[src/rtl/spim_pkg.sv]
`timescale 1ns/1ps
package spim_pkg;
  localparam int EVT_W = 6;
  localparam int EV_TXREQ = 0;
  localparam int EV_RXREQ = 1;
  localparam int EV_DONE  = 2;
  localparam int EV_OVF   = 3;
  localparam int EV_UND   = 4;
  localparam int EV_MM    = 5;

  localparam logic [2:0] A_CFG  = 3'd0;
  localparam logic [2:0] A_STAT = 3'd1;
  localparam logic [2:0] A_EVT  = 3'd2;
  localparam logic [2:0] A_MASK = 3'd3;
  localparam logic [2:0] A_CMD  = 3'd4;
  localparam logic [2:0] A_DATA = 3'd5;

  localparam int CMD_RXCLR = 0;
  localparam int CMD_TXCLR = 1;
  localparam int CMD_START = 2;

  // strobes from control to datapath
  typedef struct packed {
    logic loadChar;
    logic launch;
    logic sample;
    logic charDone;
    logic txPush;
    logic rxPop;
    logic txClr;
    logic rxClr;
  } spimStb_t;
endpackage

[src/rtl/spim_fifo.sv]
`timescale 1ns/1ps
module spim_fifo #(
  parameter int WIDTH = 9,
  parameter int DEPTH = 8
) (
  input  logic             clk,
  input  logic             rstN,
  input  logic             clr,
  input  logic             push,
  input  logic             pop,
  input  logic [WIDTH-1:0] din,
  output logic [WIDTH-1:0] dout,
  output logic             full,
  output logic             empty
);
  localparam int AW = $clog2(DEPTH);

  logic [WIDTH-1:0] mem [DEPTH];
  logic [AW:0] wrPtr, rdPtr;
  logic doPush, doPop;

  assign doPush = push && !full;
  assign doPop  = pop && !empty;
  assign empty  = (wrPtr == rdPtr);
  assign full   = (wrPtr[AW-1:0] == rdPtr[AW-1:0]) && (wrPtr[AW] != rdPtr[AW]);
  assign dout   = mem[rdPtr[AW-1:0]];

  always_ff @(posedge clk or negedge rstN) begin
    if (!rstN) begin
      wrPtr <= '0;
      rdPtr <= '0;
    end else if (clr) begin
      wrPtr <= '0;
      rdPtr <= '0;
    end else begin
      if (doPush) wrPtr <= wrPtr + 1'b1;
      if (doPop)  rdPtr <= rdPtr + 1'b1;
    end
  end

  always_ff @(posedge clk) begin
    if (doPush && !clr) mem[wrPtr[AW-1:0]] <= din;
  end

  // a push into a full queue leaves the write side untouched
  a_r10_drop_when_full: assert property (@(posedge clk) disable iff (!rstN)
    (full && push && !pop && !clr) |=> $stable(wrPtr));
  // popping an empty queue does not underflow it
  a_r9_pop_empty_safe: assert property (@(posedge clk) disable iff (!rstN)
    (empty && pop && !push && !clr) |=> empty);
endmodule

[src/rtl/spim_datapath.sv]
`timescale 1ns/1ps
module spim_datapath
  import spim_pkg::*;
#(
  parameter int CHAR_W = 8,
  parameter int DEPTH  = 8,
  localparam int LEN_W = $clog2(CHAR_W)
) (
  input  logic              clk,
  input  logic              rstN,
  input  spimStb_t          stb,
  input  logic [LEN_W-1:0]  cfgLen,
  input  logic              cfgPha,
  input  logic [CHAR_W:0]   wrData,
  input  logic              miso,
  output logic              mosi,
  output logic              txFull,
  output logic              txEmpty,
  output logic              rxFull,
  output logic              rxEmpty,
  output logic [CHAR_W-1:0] rxHead,
  output logic              curLast
);
  logic [CHAR_W:0]   txHead;
  logic [CHAR_W-1:0] shreg, shNext, lenMask, rxWord;

  spim_fifo #(.WIDTH(CHAR_W+1), .DEPTH(DEPTH)) u_txq (
    .clk(clk), .rstN(rstN), .clr(stb.txClr), .push(stb.txPush), .pop(stb.loadChar),
    .din(wrData), .dout(txHead), .full(txFull), .empty(txEmpty));

  spim_fifo #(.WIDTH(CHAR_W), .DEPTH(DEPTH)) u_rxq (
    .clk(clk), .rstN(rstN), .clr(stb.rxClr), .push(stb.charDone), .pop(stb.rxPop),
    .din(rxWord), .dout(rxHead), .full(rxFull), .empty(rxEmpty));

  always_comb begin
    for (int i = 0; i < CHAR_W; i++) lenMask[i] = (i <= int'(cfgLen));
    shNext = stb.sample ? {shreg[CHAR_W-2:0], miso} : shreg;
    rxWord = shNext & lenMask;
  end

  always_ff @(posedge clk or negedge rstN) begin
    if (!rstN) begin
      shreg   <= '0;
      curLast <= 1'b0;
      mosi    <= 1'b0;
    end else if (stb.loadChar) begin
      shreg   <= txHead[CHAR_W-1:0];
      curLast <= txHead[CHAR_W];
      if (!cfgPha) mosi <= txHead[cfgLen];
    end else begin
      if (stb.sample) shreg <= shNext;
      if (stb.launch) mosi <= shreg[cfgLen];
    end
  end

  // control never loads a character from an empty transmit queue
  a_r12_load_needs_data: assert property (@(posedge clk) disable iff (!rstN)
    stb.loadChar |-> !txEmpty);
  // a bit is never launched and sampled in the same half period edge
  a_r2_edge_exclusive: assert property (@(posedge clk) disable iff (!rstN)
    !(stb.launch && stb.sample));
endmodule

[src/rtl/spim_control.sv]
`timescale 1ns/1ps
module spim_control
  import spim_pkg::*;
#(
  parameter int CHAR_W = 8,
  parameter int BRG_W  = 6,
  localparam int LEN_W = $clog2(CHAR_W)
) (
  input  logic              clk,
  input  logic              rstN,
  input  logic              regWrEn,
  input  logic              regRdEn,
  input  logic [2:0]        regAddr,
  input  logic [31:0]       regWdata,
  output logic [31:0]       regRdata,
  input  logic              mmIn,
  output logic              sclk,
  output logic              irq,
  output spimStb_t          stb,
  output logic [LEN_W-1:0]  cfgLen,
  output logic              cfgPha,
  output logic [CHAR_W:0]   wrData,
  input  logic              txFull,
  input  logic              txEmpty,
  input  logic              rxFull,
  input  logic              rxEmpty,
  input  logic [CHAR_W-1:0] rxHead,
  input  logic              curLast
);
  localparam int DIV_W  = BRG_W + 2;
  localparam int HALF_W = LEN_W + 2;
  localparam int POL_B  = BRG_W + LEN_W;
  localparam int PHA_B  = POL_B + 1;
  localparam int EN_B   = POL_B + 2;

  typedef enum logic {S_IDLE, S_SHIFT} state_t;

  state_t            state;
  logic [BRG_W-1:0]  cfgRate;
  logic              cfgPol, cfgEn;
  logic [EVT_W-1:0]  evt, mask, evtSet, evtClr;
  logic [DIV_W-1:0]  divCnt, divLim;
  logic [HALF_W-1:0] halfCnt, lastHalf;
  logic              sclkPhase;
  logic              wrCfg, wrEvt, wrMask, wrCmd, wrDat, rdDat;
  logic              edgeNow, lead, charEnd, startOk, stopDone, stopUnd;
  logic [31:0]       unusedBits;

  assign unusedBits = {regWdata[31:EN_B+1], 1'b0};

  assign wrCfg  = regWrEn && (regAddr == A_CFG);
  assign wrEvt  = regWrEn && (regAddr == A_EVT);
  assign wrMask = regWrEn && (regAddr == A_MASK);
  assign wrCmd  = regWrEn && (regAddr == A_CMD);
  assign wrDat  = regWrEn && (regAddr == A_DATA);
  assign rdDat  = regRdEn && (regAddr == A_DATA);
  assign wrData = regWdata[CHAR_W:0];

  assign divLim   = {1'b0, cfgRate, 1'b1};
  assign lastHalf = {1'b0, cfgLen, 1'b1};
  assign edgeNow  = (state == S_SHIFT) && (divCnt == divLim);
  assign lead     = ~halfCnt[0];
  assign charEnd  = edgeNow && !lead && (halfCnt == lastHalf);
  assign startOk  = wrCmd && regWdata[CMD_START] && cfgEn && (state == S_IDLE);
  assign stopDone = charEnd && curLast;
  assign stopUnd  = (startOk && txEmpty) || (charEnd && !curLast && txEmpty);

  always_comb begin
    stb          = '0;
    stb.launch   = edgeNow && (lead ? cfgPha : ~cfgPha);
    stb.sample   = edgeNow && (lead ? ~cfgPha : cfgPha);
    stb.charDone = charEnd;
    stb.loadChar = (startOk && !txEmpty) || (charEnd && !curLast && !txEmpty);
    stb.txPush   = wrDat;
    stb.rxPop    = rdDat && !rxEmpty;
    stb.txClr    = wrCmd && regWdata[CMD_TXCLR];
    stb.rxClr    = wrCmd && regWdata[CMD_RXCLR];
  end

  always_comb begin
    evtSet           = '0;
    evtSet[EV_TXREQ] = !txFull;
    evtSet[EV_RXREQ] = !rxEmpty;
    evtSet[EV_DONE]  = stopDone;
    evtSet[EV_OVF]   = charEnd && rxFull;
    evtSet[EV_UND]   = stopUnd;
    evtSet[EV_MM]    = mmIn;
    evtClr           = wrEvt ? regWdata[EVT_W-1:0] : '0;
  end

  always_ff @(posedge clk or negedge rstN) begin
    if (!rstN) begin
      cfgRate <= '0;
      cfgLen  <= LEN_W'(CHAR_W - 1);
      cfgPol  <= 1'b0;
      cfgPha  <= 1'b0;
      cfgEn   <= 1'b0;
      mask    <= '1;
      evt     <= '0;
    end else begin
      if (wrCfg) begin
        cfgRate <= regWdata[BRG_W-1:0];
        cfgLen  <= regWdata[POL_B-1:BRG_W];
        cfgPol  <= regWdata[POL_B];
        cfgPha  <= regWdata[PHA_B];
        cfgEn   <= regWdata[EN_B];
      end
      if (wrMask) mask <= regWdata[EVT_W-1:0];
      evt <= (evt & ~evtClr) | evtSet;
    end
  end

  always_ff @(posedge clk or negedge rstN) begin
    if (!rstN) begin
      state     <= S_IDLE;
      divCnt    <= '0;
      halfCnt   <= '0;
      sclkPhase <= 1'b0;
    end else if (state == S_IDLE) begin
      if (startOk && !txEmpty) begin
        state     <= S_SHIFT;
        divCnt    <= '0;
        halfCnt   <= '0;
        sclkPhase <= 1'b0;
      end
    end else if (edgeNow) begin
      divCnt    <= '0;
      sclkPhase <= ~sclkPhase;
      halfCnt   <= halfCnt + 1'b1;
      if (charEnd) begin
        halfCnt <= '0;
        if (!stb.loadChar) state <= S_IDLE;
      end
    end else begin
      divCnt <= divCnt + 1'b1;
    end
  end

  assign sclk = cfgPol ^ sclkPhase;
  assign irq  = |(evt & ~mask);

  always_comb begin
    regRdata = '0;
    case (regAddr)
      A_CFG:  regRdata[EN_B:0] = {cfgEn, cfgPha, cfgPol, cfgLen, cfgRate};
      A_STAT: regRdata[5:0] = {txEmpty, state == S_SHIFT, irq, rxEmpty, txFull, cfgEn};
      A_EVT:  regRdata[EVT_W-1:0] = evt;
      A_MASK: regRdata[EVT_W-1:0] = mask;
      A_DATA: regRdata[CHAR_W-1:0] = rxHead;
      default: regRdata = '0;
    endcase
  end

  // SCLK holds between divider terminal counts
  a_r1_hold_between_ticks: assert property (@(posedge clk) disable iff (!rstN)
    (state == S_SHIFT && divCnt != divLim) |=> $stable(sclkPhase));
  // a finished final character stops the engine and records done
  a_r4_stop_on_final: assert property (@(posedge clk) disable iff (!rstN)
    stopDone |=> (evt[EV_DONE] && state == S_IDLE));
  // completing into a full receive queue records overflow
  a_r11_overflow_event: assert property (@(posedge clk) disable iff (!rstN)
    (charEnd && rxFull) |=> evt[EV_OVF]);
  // underflow stops the engine with SCLK at idle
  a_r12_underflow_stop: assert property (@(posedge clk) disable iff (!rstN)
    stopUnd |=> (evt[EV_UND] && state == S_IDLE && sclkPhase == 1'b0));
  // a start while disabled leaves the engine idle
  a_r5_start_gated: assert property (@(posedge clk) disable iff (!rstN)
    (state == S_IDLE && !cfgEn) |=> state == S_IDLE);
endmodule

[src/rtl/spim_fifo_master.sv]
`timescale 1ns/1ps
module spim_fifo_master
  import spim_pkg::*;
#(
  parameter int CHAR_W = 8,
  parameter int BRG_W  = 6,
  parameter int DEPTH  = 8
) (
  input  logic        clk,
  input  logic        rstN,
  input  logic        regWrEn,
  input  logic        regRdEn,
  input  logic [2:0]  regAddr,
  input  logic [31:0] regWdata,
  output logic [31:0] regRdata,
  input  logic        mmIn,
  input  logic        miso,
  output logic        sclk,
  output logic        mosi,
  output logic        irq
);
  localparam int LEN_W = $clog2(CHAR_W);

  spimStb_t          stb;
  logic [LEN_W-1:0]  cfgLen;
  logic              cfgPha, txFull, txEmpty, rxFull, rxEmpty, curLast;
  logic [CHAR_W:0]   wrData;
  logic [CHAR_W-1:0] rxHead;

  spim_control #(.CHAR_W(CHAR_W), .BRG_W(BRG_W)) u_ctl (
    .clk(clk), .rstN(rstN), .regWrEn(regWrEn), .regRdEn(regRdEn), .regAddr(regAddr),
    .regWdata(regWdata), .regRdata(regRdata), .mmIn(mmIn), .sclk(sclk), .irq(irq),
    .stb(stb), .cfgLen(cfgLen), .cfgPha(cfgPha), .wrData(wrData),
    .txFull(txFull), .txEmpty(txEmpty), .rxFull(rxFull), .rxEmpty(rxEmpty),
    .rxHead(rxHead), .curLast(curLast));

  spim_datapath #(.CHAR_W(CHAR_W), .DEPTH(DEPTH)) u_dp (
    .clk(clk), .rstN(rstN), .stb(stb), .cfgLen(cfgLen), .cfgPha(cfgPha),
    .wrData(wrData), .miso(miso), .mosi(mosi), .txFull(txFull), .txEmpty(txEmpty),
    .rxFull(rxFull), .rxEmpty(rxEmpty), .rxHead(rxHead), .curLast(curLast));
endmodule

[config.mk]
export PLATFORM = sky130hd
export DESIGN_NAME = spim_fifo_master
export DESIGN_NICKNAME = d
export VERILOG_FILES = /design/src/rtl/spim_pkg.sv /design/src/rtl/spim_fifo.sv /design/src/rtl/spim_datapath.sv /design/src/rtl/spim_control.sv /design/src/rtl/spim_fifo_master.sv
export SDC_FILE = /design/constraint.sdc
export NUM_CORES = 1
export LEC_CHECK = 0
export BUFFER_PORTS_ARGS = -buffer_cell sky130_fd_sc_hd__buf_4
export CAP_MARGIN = 30
export CORE_AREA = 3 3 128 130
export DETAILED_ROUTE_END_ITERATION = 8
export DIE_AREA = 0 0 131 133
export HOLD_SLACK_MARGIN = 0.05
export MAX_ROUTING_LAYER = met4
export PLACE_DENSITY = 0.87
export SLEW_MARGIN = 5
export SYNTH_ARGS = -nofsm -noshare
export SYNTH_HDL_FRONTEND = slang
export SYNTH_SLANG_ARGS = --single-unit
[constraint.sdc]
create_clock -name clk -period 3 [get_ports clk]
set_input_delay 0.3 -clock clk [delete_from_list [all_inputs] [get_ports clk]]
set_output_delay 0.3 -clock clk [all_outputs]
set_load 0.02 [all_outputs]
==> results.json <==
{
  "outcome": "completed",
  "whs_ns": 0.0655,
  "synth_edf_count": 136,
  "dieArea_um2": 17400,
  "core_area_um2": 15300,
  "synth-seq-area-share": 0.623,
  "critPathCaptureType": "output pin",
  "period_minus_slack_ns": 2.83,
  "post-route-period-util": 0.943,
  "ys_seq_elements": 201,
  "start_util": 0.602,
  "cts_buffers": 21,
  "worstPathMaxFanout": 16,
  "rsz0062_at_grt": "false",
  "hold_viol_final": 0,
  "async_reset_ff_frac": 0.323,
  "grt_overflow": 0,
  "sw_frac_of_total": 0.311,
  "max-cap-violations": 0,
  "syn_area_per_cell_um2": 14.6,
  "dp_cells": 879,
  "pwr-share-clk": 0.286,
  "synth-main-ff-cell": "edfxtp_1",
  "antenna_cells": 0,
  "fin_cells": 924,
  "tightestPinTransition_ns": 0.932,
  "hold_class": "in2reg",
  "die_h_um": 133,
  "critPathRequiredTime_ns": 2.70,
  "setup_viol": 0,
  "clkTransAtPathRegs_ns": 0.06,
  "area_growth_pct": 13.6,
  "seq_power_share": 0.442,
  "die_w_um": 131,
  "syn-cell-area_um2": 9190,
  "postRouteAntennaNets": 0,
  "tns_ns": 0,
  "max-vdd-ir-drop_v": 0.000629,
  "grt_antenna_before_repair": 0,
  "maxSlewHeadroom": 0.374,
  "skew_ns": 0.0136,
  "firstDrtPassIters": 5,
  "worstSetupPathType": "reg2out",
  "post_cts_buffers": 0,
  "io_pins": 76,
  "via_per_inst": 6.11,
  "htreeDepth": 1,
  "p_per_area_nw_per_um2": 786,
  "final_max_slew_viol_count": 0,
  "drt-wirelength-per-cell_um": 21.5,
  "rows": 45,
  "ys.warnings.count": 0,
  "cp.arrival_ns": 2.53,
  "clkSinkCount": 201,
  "grt_first_pass_wirelength_um": 30800,
  "p_leak_nw": 3.88,
  "ys_types": 63,
  "drt-initial-drc-count": 713,
  "drive_gt1_frac": 0.234,
  "port_buffers": 35,
  "track_usage": 0.238,
  "grt_max_degree": 66,
  "max_freq_mhz": 353,
  "dpl.hpwl_um": 13400,
  "combPwrFrac": 0.272,
  "via_count": 5648,
  "final_cell_mix": "edfxtp_1 (136), buf_4 (69), dfrtp_1 (56)",
  "insertion_delay_ns": 0.49,
  "drc_errors": 0,
  "final_common_cell": "edfxtp_1",
  "cts_tree": "built",
  "p_int_mw": 5.65,
  "syn_inst": 630,
  "start_kind": "flop",
  "max-clock-path-buffers": 3,
  "nNetsFinal": 746,
  "first_global_vias": 5645,
  "wl_um": 19900,
  "final_core_util": 0.684,
  "n_fill_cell": 958,
  "gp_congestion": 0.908,
  "switchingPower_mw": 2.55,
  "root_buffer": "clkbuf_16"
}
==> per-stage QoR <==
step,power (mW),setup slack (ns),cell area [um^2]
3_5_place_dp,5.85,0.263,9740
5_1_grt,8.54,0.0562,10400
4_1_cts,8.20,0.132,10400
3_3_place_gp,5.70,0.441,9740
2_1_floorplan,5.20,0.286,9260
6_report,8.20,0.171,10400
==> sequential cells by signal (all words and copies together), names as in the netlist, 3 cells and up <==
name	flops
u_dp.u_rxq.wrPtr	4
u_ctl.halfCnt	5
u_ctl.evt	6
u_ctl.mask	6
u_dp.u_txq.rdPtr	4
u_dp.u_rxq.rdPtr	4
u_dp.u_rxq.mem	64
u_ctl.cfgLen	3
u_dp.u_txq.wrPtr	4
u_ctl.cfgRate	6
u_ctl.divCnt	8
u_dp.u_txq.mem	72
u_dp.shreg	8
==> Yosys cell counts (2+ instances only) <==
cell type,instances,area [um^2]
edfxtp_1,136,4080
dfrtp_1,56,1400
mux2i_1,48,480
nand2_1,41,154
nor2_1,38,143
mux4_2,36,811
o21ai_0,28,140
buf_4,23,173
xnor2_1,20,175
mux2_2,18,203
inv_1,16,60.1
buf_2,15,75.1
nand3_1,12,60.1
nor3_1,10,50.1
xor2_1,10,87.6
dfstp_2,9,236
nor2b_1,9,56.3
and2_1,8,50.1
nand2b_1,7,43.8
a21oi_1,6,30.0
and3_1,6,37.5
clkbuf_1,6,22.5
ha_1,6,75.1
nand4_1,6,37.5
o31ai_1,6,45.0
o22ai_1,5,31.3
buf_1,4,15.0
a2111oi_0,2,17.5
a21o_1,2,15.0
a31oi_1,2,12.5
nand3b_1,2,15.0
nand4b_1,2,17.5
o21ai_1,2,10.0
o2bb2ai_1,2,17.5
o41ai_1,2,17.5
or3_1,2,12.5
==> layout make-up <==
| class | count | area (um^2) | area share |
|---|---|---|---|
| clock buffers | 32 | 588 | 0.0563 |
| clock inverters | 5 | 25.0 | 0.00240 |
| inverters | 17 | 63.8 | 0.00611 |
| multi-input cells | 381 | 3170 | 0.304 |
| flip-flops and latches | 201 | 5720 | 0.548 |
| well taps | 211 | 264 | 0.0253 |
| repair buffers | 77 | 599 | 0.0574 |
==> worst max-delay path, stage by stage (launching register included) <==
cell       delay, ns
dfrtp_1         0.46
buf_4           0.35
mux4_2          0.56
mux2i_1         0.34
o2bb2ai_1       0.14
buf_4           0.18
==> power groups by stage <==
stage / Combinational (mW) / Clock, mW / Sequential (mW)
final: 2.23 / 2.34 / 3.63
after floorplan: 1.66 / 0 / 3.54
after global routing: 2.41 / 2.48 / 3.66
after global placement: 2.07 / 0 / 3.64
after detailed placement: 2.19 / 0 / 3.67
after CTS: 2.21 / 2.37 / 3.62
==> repair_timing <==
action	in CTS	in global routing
endpoints found under the hold margin	76	0
gates resized for setup	0	0
hold buffers	7	0
==> path summary, 6_finish.rpt <==
| path | from | endpoint | slack, ns | cells past startpoint |
|---|---|---|---|---|
| min | regWdata[7] | u_dp.u_txq.mem[7][7]$_DFFE_PP_ | 0.07 | 1 |
| min in group asynchronous | rstN | u_ctl.cfgPol$_DFFE_PN0P_ | 0.49 | 2 |
| max in group asynchronous | rstN | u_ctl.divCnt[5]$_DFFE_PN0P_ | 1.97 | 2 |
| max reg2reg | u_ctl.divCnt[6]$_DFFE_PN0P_ | u_dp.u_rxq.mem[0][5]$_DFFE_PP_ | 0.25 | 6 |
| min reg2reg | u_ctl.divCnt[7]$_DFFE_PN0P_ | u_ctl.divCnt[7]$_DFFE_PN0P_ | 0.49 | 1 |
| max | u_dp.u_rxq.rdPtr[0]$_DFFE_PN0P_ | regRdata[1] | 0.17 | 5 |
==> routing by layer <==
layer | routed length, um | track usage | up-vias
met2 | 10200 | 0.384 | 277
li1 | - | - | 2463
met3 | 1340 | 0.0339 | 45
met4 | 561 | 0.0623 | 0
met1 | 7840 | 0.320 | 2863
met5 | 0 | - | -
==> cell families after synthesis <==
family / after synthesis / synth area share
other cells: 1 / 0.000408
buf+inv: 67 / 0.0398
compound gates: 66 / 0.0452
mux: 102 / 0.163
xor+xnor: 30 / 0.0286
simple gates: 157 / 0.0927
fa+ha+maj: 6 / 0.00817
flops: 201 / 0.623
Power figures use the tool's default switching activity.
